## config.mk

```make
export PLATFORM = sky130hd
export DESIGN_NAME = legacy_cfg_loader
export DESIGN_NICKNAME = d
export VERILOG_FILES = /design/src/rtl/cfgl_pkg.sv /design/src/rtl/cfgl_mw_reader.sv /design/src/rtl/cfgl_regfile.sv /design/src/rtl/legacy_cfg_loader.sv
export SDC_FILE = /design/constraint.sdc
export NUM_CORES = 1
export LEC_CHECK = 0
export BUFFER_PORTS_ARGS = -buffer_cell sky130_fd_sc_hd__buf_4
export CORE_UTILIZATION = 50
export DETAILED_ROUTE_END_ITERATION = 8
export PLACE_DENSITY_LB_ADDON = 0.12
export REMOVE_ABC_BUFFERS = 1
export SYNTH_ARGS = -nofsm -noshare
export SYNTH_HDL_FRONTEND = slang
export SYNTH_SLANG_ARGS = --single-unit
```

## constraint.sdc

```tcl
create_clock -name clk -period 1.8 [get_ports clk]
set_input_delay 0.27 -clock clk [delete_from_list [all_inputs] [get_ports clk]]
set_output_delay 0.27 -clock clk [all_outputs]
set_load 0.02 [all_outputs]
```

## src/rtl/cfgl_pkg.sv

```systemverilog
package cfgl_pkg;
    localparam logic [1:0] MW_OP_READ = 2'b10;

    typedef enum logic [2:0] {
        ST_SAMPLE,
        ST_PNP,
        ST_UNUSED,
        ST_ISSUE,
        ST_WAIT,
        ST_SETTLE,
        ST_DONE
    } ld_state_t;

    typedef enum logic [1:0] {
        RD_IDLE,
        RD_SHIFT,
        RD_END
    } rd_state_t;
endpackage

```

## src/rtl/cfgl_mw_reader.sv

```systemverilog
module cfgl_mw_reader
    import cfgl_pkg::*;
#(
    parameter int ADDR_W = 8,
    parameter int WORD_W = 16
) (
    input  logic              clk,
    input  logic              rst_n,
    input  logic              start,
    input  logic [ADDR_W-1:0] addr,
    input  logic              ee_do,
    output logic              ee_cs,
    output logic              ee_sk,
    output logic              ee_di,
    output logic [WORD_W-1:0] rd_data,
    output logic              rd_valid
);
    localparam int CMD_W = 3 + ADDR_W;
    localparam int FRAME = CMD_W + WORD_W;
    localparam int CNT_W = $clog2(FRAME + 1);

    rd_state_t         rstate;
    logic [CNT_W-1:0]  cnt;
    logic [CMD_W-1:0]  cmd;

    always_ff @(posedge clk or negedge rst_n) begin
        if (!rst_n) begin
            rstate  <= RD_IDLE;
            ee_cs   <= 1'b0;
            ee_sk   <= 1'b0;
            ee_di   <= 1'b0;
            cnt     <= '0;
            cmd     <= '0;
            rd_data <= '0;
        end else begin
            unique case (rstate)
                RD_IDLE: begin
                    if (start) begin
                        rstate <= RD_SHIFT;
                        ee_cs  <= 1'b1;
                        ee_sk  <= 1'b0;
                        cnt    <= '0;
                        cmd    <= {1'b1, MW_OP_READ, addr};
                        ee_di  <= 1'b1;
                    end
                end
                RD_SHIFT: begin
                    if (!ee_sk) begin
                        ee_sk <= 1'b1;
                        if (cnt >= CNT_W'(CMD_W))
                            rd_data <= {rd_data[WORD_W-2:0], ee_do};
                    end else begin
                        ee_sk <= 1'b0;
                        if (cnt == CNT_W'(FRAME - 1)) begin
                            rstate <= RD_END;
                            ee_cs  <= 1'b0;
                            ee_di  <= 1'b0;
                        end else begin
                            cnt   <= cnt + 1'b1;
                            cmd   <= cmd << 1;
                            ee_di <= cmd[CMD_W-2];
                        end
                    end
                end
                RD_END: rstate <= RD_IDLE;
                default: rstate <= RD_IDLE;
            endcase
        end
    end

    always_comb begin
        rd_valid = (rstate == RD_END);
    end

    // serial clock rests low whenever the part is deselected
    assert_sk_low_when_idle_R5: assert property (@(posedge clk) disable iff (!rst_n)
        !ee_cs |-> !ee_sk);
    // every frame opens with the start bit on DI
    assert_start_bit_R5: assert property (@(posedge clk) disable iff (!rst_n)
        $rose(ee_cs) |-> ee_di);
endmodule

```

## src/rtl/cfgl_regfile.sv

```systemverilog
module cfgl_regfile #(
    parameter int WORD_W  = 16,
    parameter int N_WORDS = 4,
    localparam int IDX_W  = $clog2(N_WORDS)
) (
    input  logic                          clk,
    input  logic                          rst_n,
    input  logic                          we,
    input  logic [IDX_W-1:0]              idx,
    input  logic [WORD_W-1:0]             wdata,
    output logic [N_WORDS-1:0][WORD_W-1:0] words
);
    for (genvar g = 0; g < N_WORDS; g++) begin : g_slot
        always_ff @(posedge clk or negedge rst_n) begin
            if (!rst_n)
                words[g] <= '0;
            else if (we && idx == IDX_W'(g))
                words[g] <= wdata;
        end
    end

    // slots only change on a write strobe
    assert_hold_without_write_R6: assert property (@(posedge clk) disable iff (!rst_n)
        !we |=> $stable(words));
endmodule

```

## src/rtl/legacy_cfg_loader.sv

```systemverilog
module legacy_cfg_loader
    import cfgl_pkg::*;
#(
    parameter int SW_W   = 5,
    parameter int ADDR_W = 8,
    parameter int WORD_W = 16
) (
    input  logic              clk,
    input  logic              rst_n,
    input  logic              legacy_n,
    input  logic [SW_W-1:0]   sw_code,
    input  logic              ee_do,
    output logic              ee_cs,
    output logic              ee_sk,
    output logic              ee_di,
    output logic [WORD_W-1:0] io_base_a,
    output logic [WORD_W-1:0] io_base_b,
    output logic [WORD_W-1:0] irq_route,
    output logic [WORD_W-1:0] dma_route,
    output logic              dev_active,
    output logic              load_done
);
    localparam int REC_WORDS = 4;
    localparam int IDX_W     = $clog2(REC_WORDS);
    localparam int REC_BASE  = 1 << (ADDR_W - 1);

    ld_state_t          state, state_nx;
    logic [SW_W-1:0]    sw_q;
    logic               mode_pnp_q;
    logic [IDX_W-1:0]   idx;
    logic               rd_start, rd_valid, wr_en;
    logic [WORD_W-1:0]  rd_data;
    logic [ADDR_W-1:0]  rec_addr;
    logic [REC_WORDS-1:0][WORD_W-1:0] cfg_words;

    always_ff @(posedge clk or negedge rst_n) begin
        if (!rst_n) state <= ST_SAMPLE;
        else        state <= state_nx;
    end

    always_comb begin
        state_nx = state;
        unique case (state)
            ST_SAMPLE: begin
                if (legacy_n)            state_nx = ST_PNP;
                else if (sw_code == '0)  state_nx = ST_UNUSED;
                else                     state_nx = ST_ISSUE;
            end
            ST_ISSUE:  state_nx = ST_WAIT;
            ST_WAIT: begin
                if (rd_valid)
                    state_nx = (idx == IDX_W'(REC_WORDS - 1)) ? ST_SETTLE : ST_ISSUE;
            end
            ST_SETTLE: state_nx = ST_DONE;
            ST_PNP, ST_UNUSED, ST_DONE: state_nx = state;
            default:   state_nx = ST_SAMPLE;
        endcase
    end

    always_comb begin
        rd_start   = (state == ST_ISSUE);
        wr_en      = (state == ST_WAIT) && rd_valid;
        load_done  = (state == ST_DONE);
        dev_active = (state == ST_DONE);
    end

    always_ff @(posedge clk or negedge rst_n) begin
        if (!rst_n) begin
            sw_q       <= '0;
            mode_pnp_q <= 1'b0;
            idx        <= '0;
        end else begin
            if (state == ST_SAMPLE) begin
                sw_q       <= sw_code;
                mode_pnp_q <= legacy_n;
            end
            if (wr_en && idx != IDX_W'(REC_WORDS - 1))
                idx <= idx + 1'b1;
        end
    end

    assign rec_addr = ADDR_W'(REC_BASE) + ADDR_W'({sw_q, idx});

    cfgl_mw_reader #(.ADDR_W(ADDR_W), .WORD_W(WORD_W)) u_reader (
        .clk      (clk),
        .rst_n    (rst_n),
        .start    (rd_start),
        .addr     (rec_addr),
        .ee_do    (ee_do),
        .ee_cs    (ee_cs),
        .ee_sk    (ee_sk),
        .ee_di    (ee_di),
        .rd_data  (rd_data),
        .rd_valid (rd_valid)
    );

    cfgl_regfile #(.WORD_W(WORD_W), .N_WORDS(REC_WORDS)) u_regs (
        .clk   (clk),
        .rst_n (rst_n),
        .we    (wr_en),
        .idx   (idx),
        .wdata (rd_data),
        .words (cfg_words)
    );

    assign io_base_a = cfg_words[0];
    assign io_base_b = cfg_words[1];
    assign irq_route = cfg_words[2];
    assign dma_route = cfg_words[3];

    // straps are frozen after the capture cycle
    assert_sw_hold_R2: assert property (@(posedge clk) disable iff (!rst_n)
        (state != ST_SAMPLE) |=> $stable(sw_q) && $stable(mode_pnp_q));
    // plug-and-play mode never selects the EEPROM
    assert_pnp_quiet_R1: assert property (@(posedge clk) disable iff (!rst_n)
        mode_pnp_q |-> !ee_cs && !dev_active);
    // reserved code leaves the device inactive and the link idle
    assert_reserved_idle_R3: assert property (@(posedge clk) disable iff (!rst_n)
        (state == ST_UNUSED) |-> !ee_cs && !dev_active && !load_done);
    // done is sticky and follows the settle cycle
    assert_done_sticky_R7: assert property (@(posedge clk) disable iff (!rst_n)
        load_done |=> load_done && dev_active);
    assert_done_after_settle_R7: assert property (@(posedge clk) disable iff (!rst_n)
        $rose(load_done) |-> $past(state) == ST_SETTLE);
endmodule

```

==> metrics.md, run 1 <==
| Metric | Value |
|---|---|
| Number of cells traversed by the worst register-to-register path | 6 |
| Maximum Capacitance Violations | 0 |
| Sink count of the clock tree | 110 |
| Wire length after detailed routing | 8750 microns |
| Leading cell types by count after synthesis | dfrtp_1, mux2_2, inv_1, nor2_1 |
| Worst rel slew slack | 0.6964 |
| Setup skew after layout | 16.26 ps |
| Via-per-instance ratio | 5.380 |
| Leading post-synthesis cells by cell area | dfrtp_1, mux2_2, ha_1, buf_6, mux2i_1 |
| Min-Delay Endpoint | u_reader.rd_data[0] |
| Most common flop cell mapped by yosys | dfrtp_1 |
| Peak clock frequency supported by timing | 560.7 MHz |
| Fraction of registers with async set or reset after synthesis | 1.000 |
| Clock slew at the register clock pins of the worst setup and hold paths | 100 ps |
| Portion of the clock cycle consumed by the worst path in the final layout | 0.9908 |
| Path category of the worst min-delay check | in2reg |
| First-pass GRT wire length | 14590 microns |
| Final Max Slew Viols | 0 |
| Reg2Reg Launch Point | u_reader.cnt[0] |
| Number of antenna-violating nets in the routed design | 0 |
| Initial Utilization | 0.5197 |
| Instance count of the mapped netlist | 298 |
| Fraction of the yosys area taken by sequential cells | 0.6044 |
| Critical Path Fanout Max | 16 |
| Synth unique cells | 41 |
| Arithmetic-cell share of the synthesized area counting full adders, half adders and majority gates | 0.01648 |
| Synthesized area | 0.004554 sq mm |
| Syn avg cell area | 15.28 sq um |
| CTS Root Buffer Type | clkbuf_8 |
| Crit path largest cell delay | 400 ps |
| CTS tree | built |
| Number of DRC violations after detailed-routing iteration 0 | 50 |
| Via total after detailed routing | 2819 |
| Synth Area in Compound Gates | 0.04341 |
| Data arrival, critical path | 2040 ps |
| Required time of the critical path | 2050 ps |
| Placed wire-length estimate after detailed placement | 6090 microns |
| Residual DRC | 0 |
| Post-synthesis xor/xnor area fraction | 0.001923 |
| Height of the die | 97.44 microns |
| Critical path buffer and inverter count | 2 |
| Most frequent cell after synthesis | dfrtp_1 |
| Diodes inserted | 0 |
| Total routing resource utilization after global routing | 0.1939 |
| Final design utilization | 0.6522 |
| Maximum VDD drop | 0.5695 mV |
| Yosys top cell area share | 0.6044 |
| Least-Margin Pin Slew | 454.5 ps |
| Layout overhead on the synthesized area | 25.49% |
| Horiz. Die Dim | 97.44 microns |
| Number of synthesized flops with an enable pin | 0 |
| Nets@finish | 427 |
| Core outline area | 0.008763 sq mm |
| GRT Residual Overflow | 0 |
| Critical path type | reg2reg |
| Power density cells | 1250 mW/mm^2 |
| Main combinational cell family by area after synthesis | multiplexers |
| Simple-Gate Fraction of Synth Area | 0.05467 |
| Via count of the first global-routing pass | 2869 |
| Number of buffers added by the clock tree synthesis step | 9 |
| Final estimated routing congestion in global placement | 0.7550 |
| Endpoint class of the critical path | register |
| Startpoint class of the critical path | register |
| Overall die area | 0.009495 sq mm |
| Library cell contributing the largest single delay on the critical path | dfrtp_1 |
| I/O pins | 78 |
| Antenna violations before repair | 0 |
| RR Endpoint | u_reader.rd_data[1] |
| Synthesized flop and latch total | 110 |
| Setup repair after global routing missed its margin | yes |
| Worst hold slack across all endpoints | 136.1 ps |
| Bufs on Longest Clock Path | 2 |
| Number of levels the H-tree was split into | 3 |
| Mean routed wirelength per cell | 16.70 microns |
| Outcome | finished, final reports clean |
| Final hold violation count | 0 |
| Shortest period the worst path allows | 1783 ps |
| TritonRoute pass-1 iters | 4 |
| Largest area contributor in the synthesized netlist | dfrtp_1 |
| Total of endpoints with negative setup slack in the final report | 0 |
| HP Start | ee_do |
| CP top delay family | compound AO/OA/AOI/OAI gates |
| R2R Setup Slk | 20 ps |
| Leak | 2.924 nW |
| Worst path depth | 6 |
| Share of cell area taken by muxes after synthesis | 0.2486 |
| Skew-Pair Late Insertion Delay | 370 ps |
| Critical path, cell by cell | buf_4, ha_1, a2111oi_2, a2111oi_4, buf_12, mux2_2 |
| Number of input and output port buffers inserted | 77 |
| Number of cells traversed by the worst hold path | 2 |
| Number of rows created at floorplan | 34 |
| Share of final-layout standard cells stronger than drive strength 1 | 0.5793 |
| Pin count of the biggest net entering global routing | 50 |
| Number of synthesis warnings | 0 |
## cells by family after synthesis
group / after synthesis
flops: 110
mux: 101
simple gates: 35
buf+inv: 23
compound gates: 22
fa+ha+maj: 6
xor+xnor: 1
## worst max-delay path by stage
| stage | start | endpoint | slack [ps] |
|---|---|---|---|
| after floorplan | u_reader.rstate[0] | u_reader.rd_data[0] | -270 |
| after global placement | u_reader.rstate[1] | u_reader.rd_data[15] | -250 |
| after detailed placement | u_reader.rstate[1] | u_reader.rd_data[13] | -320 |
| after CTS | u_reader.cnt[0] | u_reader.cnt[2] | 1 |
| after global routing | u_reader.cnt[0] | u_reader.rd_data[1] | -10 |
| final | u_reader.cnt[0] | u_reader.rd_data[1] | 20 |
## power by group
part | internal, mW | leakage (nW) | total, mW | switching, mW
Combinational | 1.32 | 1.38 | 2.39 | 1.07
Clock | 0.521 | 0.0846 | 1.38 | 0.863
Sequential | 2.93 | 1.45 | 3.37 | 0.438
## metrics by stage
step,worst slack (ps),cells,power [mW],setup TNS (ps),area [sq um]
after floorplan,-272.0,285,4.720,-4844,4453
after global placement,-252.4,501,5.530,-4026,5424
after detailed placement,-320.8,501,5.617,-4984,5424
after CTS,1.308,522,7.121,0,5668
after global routing,-12.70,524,7.561,-48.68,5715
final,16.62,524,7.147,0,5715
## state kept, by name, indices dropped and copies added (netlist names)
signal / flops
u_reader.cmd: 10
u_reader.ee_sk: 1
idx: 2
u_reader.ee_cs: 1
u_reader.ee_di: 1
sw_q: 5
state: 3
u_reader.rstate: 2
u_regs.words: 64
u_reader.rd_data: 16
u_reader.cnt: 5
## repair_timing
action | in CTS | in global routing
gates resized for setup | 2 | 9
buffers inserted | 5 | 2
hold buffers | 1 | 0
setup endpoints to repair | 29 | 29
hold endpoints to repair | 29 | 0
pin swaps | 3 | 1
## cells in the final DEF, fill, tap and decap left out, drive strengths merged, types with 2 or more instances in the layout
cell type  count
o32ai          2
o22ai          4
mux2i          4
nand3b         2
o21ai          2
clkinvlp       2
a311oi         2
nand2b         2
or4b           2
clkbuf         9
nor2           8
inv           14
ha             6
a2111oi        2
nor2b          3
nor3b          3
dfrtp        110
buf          115
mux2          97
nand3          9
a31oi          2
## routing by layer
layer,global-route usage,part of all wire,up-vias
met2,0.3120,0.49,55
met1,0.2698,0.46,1454
met4,0.05769,0.0097,0
met3,0.03597,0.038,7
li1,-,-,1303
met5,0,0,-
## layout make-up
class                      count  area (sq um)
clock buffer                   9         123.9
clock inverter                 6         52.55
fill                         704          3048
inverter                      10         37.54
multi-input combinational    165          1677
sequential                   110          2753
tap                          108         135.1
timing repair buffer         116         937.1
(Power assumes the default switching activity.)
==> run 2, diff against run 1 <==
Settings changed: CORE_UTILIZATION 50 to 55.
Clock period 1.8 ns to 2.2 ns, I/O delays scaled along.
==> metrics.md, run 2 (synthesis results as in run 1) <==
| Metric | Value |
|---|---|
| Total routing resource utilization after global routing | 0.2157 (+0.02186) |
| Number of cells traversed by the worst hold path | 2 (unchanged) |
| Mean routed wirelength per cell | 17.16 microns (+2.8%) |
| Horiz. Die Dim | 93 microns (-4.6%) |
| Number of DRC violations after detailed-routing iteration 0 | 89 (+78%) |
| Leak | 2.801 nW (-4.2%) |
| Design area | 0.005479 sq mm (-4.1%) |
| Pin count of the biggest net entering global routing | 69 (+38%) |
| Final Max Slew Viols | 0 (unchanged) |
| Worst rel slew slack | 0.5821 (-0.1143) |
| Startpoint class of the critical path | register |
| Number of rows created at floorplan | 32 (-5.9%) |
| Overall die area | 0.008649 sq mm (-8.9%) |
| Post-layout worst setup margin | 329.2 ps (+312.6 ps) |
| Final TNS setup | 0 ps (unchanged) |
| Count of filler cells inserted in the layout | 554 (-21%) |
| Setup repair after global routing missed its margin | no |
| TritonRoute pass-1 iters | 4 (unchanged) |
| Cell area reported after detailed placement | 0.005289 sq mm (-2.5%) |
| Worst setup slack before clock tree synthesis | 329.7 ps (+650.5 ps) |
| Required time of the critical path | 2450 ps (+400 ps) |
| Largest regs | u_regs.words x64, u_reader.rd_data x16, u_reader.cmd x10 |
| Data arrival, critical path | 2120 ps (+80 ps) |
| Number of antenna-violating nets in the routed design | 0 (unchanged) |
| Clock slew at the register clock pins of the worst setup and hold paths | 100 ps (about the same) |
| First-pass GRT wire length | 14320 microns (-1.9%) |
| CTS Root Buffer Type | clkbuf_8 |
| Least-Margin Pin Slew | 622.0 ps (+167.5 ps) |
| Path category of the worst min-delay check | in2reg |
| Maximum VDD drop | 0.4656 mV (-18%) |
| Outcome | finished, final reports clean |
| Most frequent standard cell in the layout excluding fill and tap cells | dfrtp_1 |
| Via count of the first global-routing pass | 2791 (-2.7%) |
| Number of levels the H-tree was split into | 3 (unchanged) |
| Setup skew after layout | 13.61 ps (-2.647 ps) |
| Initial Utilization | 0.5774 (+0.05771) |
| Skew-Pair Late Insertion Delay | 360 ps (about the same) |
| Final hold violation count | 0 (unchanged) |
| Placed wire-length estimate after detailed placement | 5820 microns (-4.4%) |
| Via total after detailed routing | 2723 (-3.4%) |
| Diodes inserted | 0 (unchanged) |
| Number of input and output port buffers inserted | 77 (unchanged) |
| Bufs on Longest Clock Path | 2 (unchanged) |
| Number of cells traversed by the worst register-to-register path | 4 (-2) |
| I/O pins | 78 (unchanged) |
| Peak clock frequency supported by timing | 534.5 MHz (-4.7%) |
| Total of endpoints with negative setup slack in the final report | 0 (unchanged) |
| Endpoint class of the critical path | register |
| Height of the die | 93 microns (-4.6%) |
| Residual DRC | 0 (unchanged) |
| Critical path type | reg2reg |
| Maximum Capacitance Violations | 0 (unchanged) |
| Most flop-heavy register | u_regs.words |
| Number of instances resized during post-cts repair | 0 (-2) |
| Post-CTS Setup Inserts | 0 (-5) |
| CTS tree | built |
| Share of final-layout standard cells stronger than drive strength 1 | 0.5459 (-0.03341) |
| Power after layout | 5.534 mW (-23%) |
| Wire length after detailed routing | 8476 microns (-3.1%) |
| Nets@finish | 403 (-5.6%) |
| Sink count of the clock tree | 110 (unchanged) |
| Portion of the clock cycle consumed by the worst path in the final layout | 0.8503 (-0.1404) |
| Highest-count cells in the layout ignoring fill and taps | dfrtp_1, mux2_2, buf_4 |
| GRT Residual Overflow | 0 (unchanged) |
| Final design utilization | 0.6946 (+0.04244) |
| Core outline area | 0.007888 sq mm (-10%) |
| Multi-input combinational cell area | 0.001663 sq mm (-0.82%) |
| Number of flip-flops in the largest register | 64 (unchanged) |
| Critical Path Fanout Max | 16 (unchanged) |
| Layout overhead on the synthesized area | 20.30% |
| Via-per-instance ratio | 5.512 (+2.5%) |
| Shortest period the worst path allows | 1871 ps (+87.38 ps) |
| Final estimated routing congestion in global placement | 0.7915 (+4.8%) |
| Sequential Area | 0.002753 sq mm (unchanged) |
| Power density cells | 1010 mW/mm^2 (-19%) |
| Antenna violations before repair | 0 (unchanged) |
| Number of buffers added by the clock tree synthesis step | 9 (unchanged) |
==> run 2: layout make-up <==
| class | count | area share |
|---|---|---|
| timing repair buffer | 92 | 0.1311 |
| multi-input combinational | 165 | 0.3035 |
| sequential | 110 | 0.5024 |
| clock inverter | 6 | 0.01028 |
| clock buffer | 9 | 0.02261 |
| tap | 102 | 0.02329 |
| inverter | 10 | 0.006851 |
==> run 2: critical path, cell delays in order, from the launching register on <==
cell and delay [ps]:
dfrtp_1 470, nand2b_1 290, a2111oi_4 350, buf_4 290, mux2_2 360
==> run 2: worst paths after layout <==
| kind | start | endpoint | slack, ps |
|---|---|---|---|
| max reg2reg | u_reader.rstate[1] | u_reader.rd_data[1] | 330 |
| min reg2reg | u_reader.cmd[2] | u_reader.cmd[2] | 510 |
| max in group asynchronous | rst_n | u_regs.words[38] | 1180 |
| min in group asynchronous | rst_n | u_reader.ee_di | 380 |
| max | u_reader.rstate[1] | u_reader.rd_data[1] | 330 |
| min | ee_do | u_reader.rd_data[0] | 200 |
==> run 2: where the power goes <==
group	switching (mW)	internal [mW]
Sequential	0.436	2.40
Clock	0.689	0.428
Combinational	0.731	0.850
Total	1.86	3.68
==> run 2: routing by layer <==
metal | vias up | wire (microns) | track usage
met5 | - | 0 | 0
li1 | 1258 | - | -
met3 | 14 | 397 | 0.04634
met2 | 69 | 3965 | 0.3211
met1 | 1382 | 4007 | 0.3178
met4 | 0 | 106 | 0.07051
==> run 2: metrics by stage <==
stage / hold WS [ps] / instances
detailed placement: 241.3 / 478
finish: 202.1 / 494
CTS: 187.9 / 494
global placement: 232.6 / 478
global route: 194.9 / 494
floorplan: 34.41 / 285
==> run 2: timing repair <==
| action | 4_1_cts | 5_1_grt |
|---|---|---|
| hold buffers | 1 | 0 |
| setup endpoints to repair | 0 | 0 |
| hold endpoints to repair | 19 | 0 |
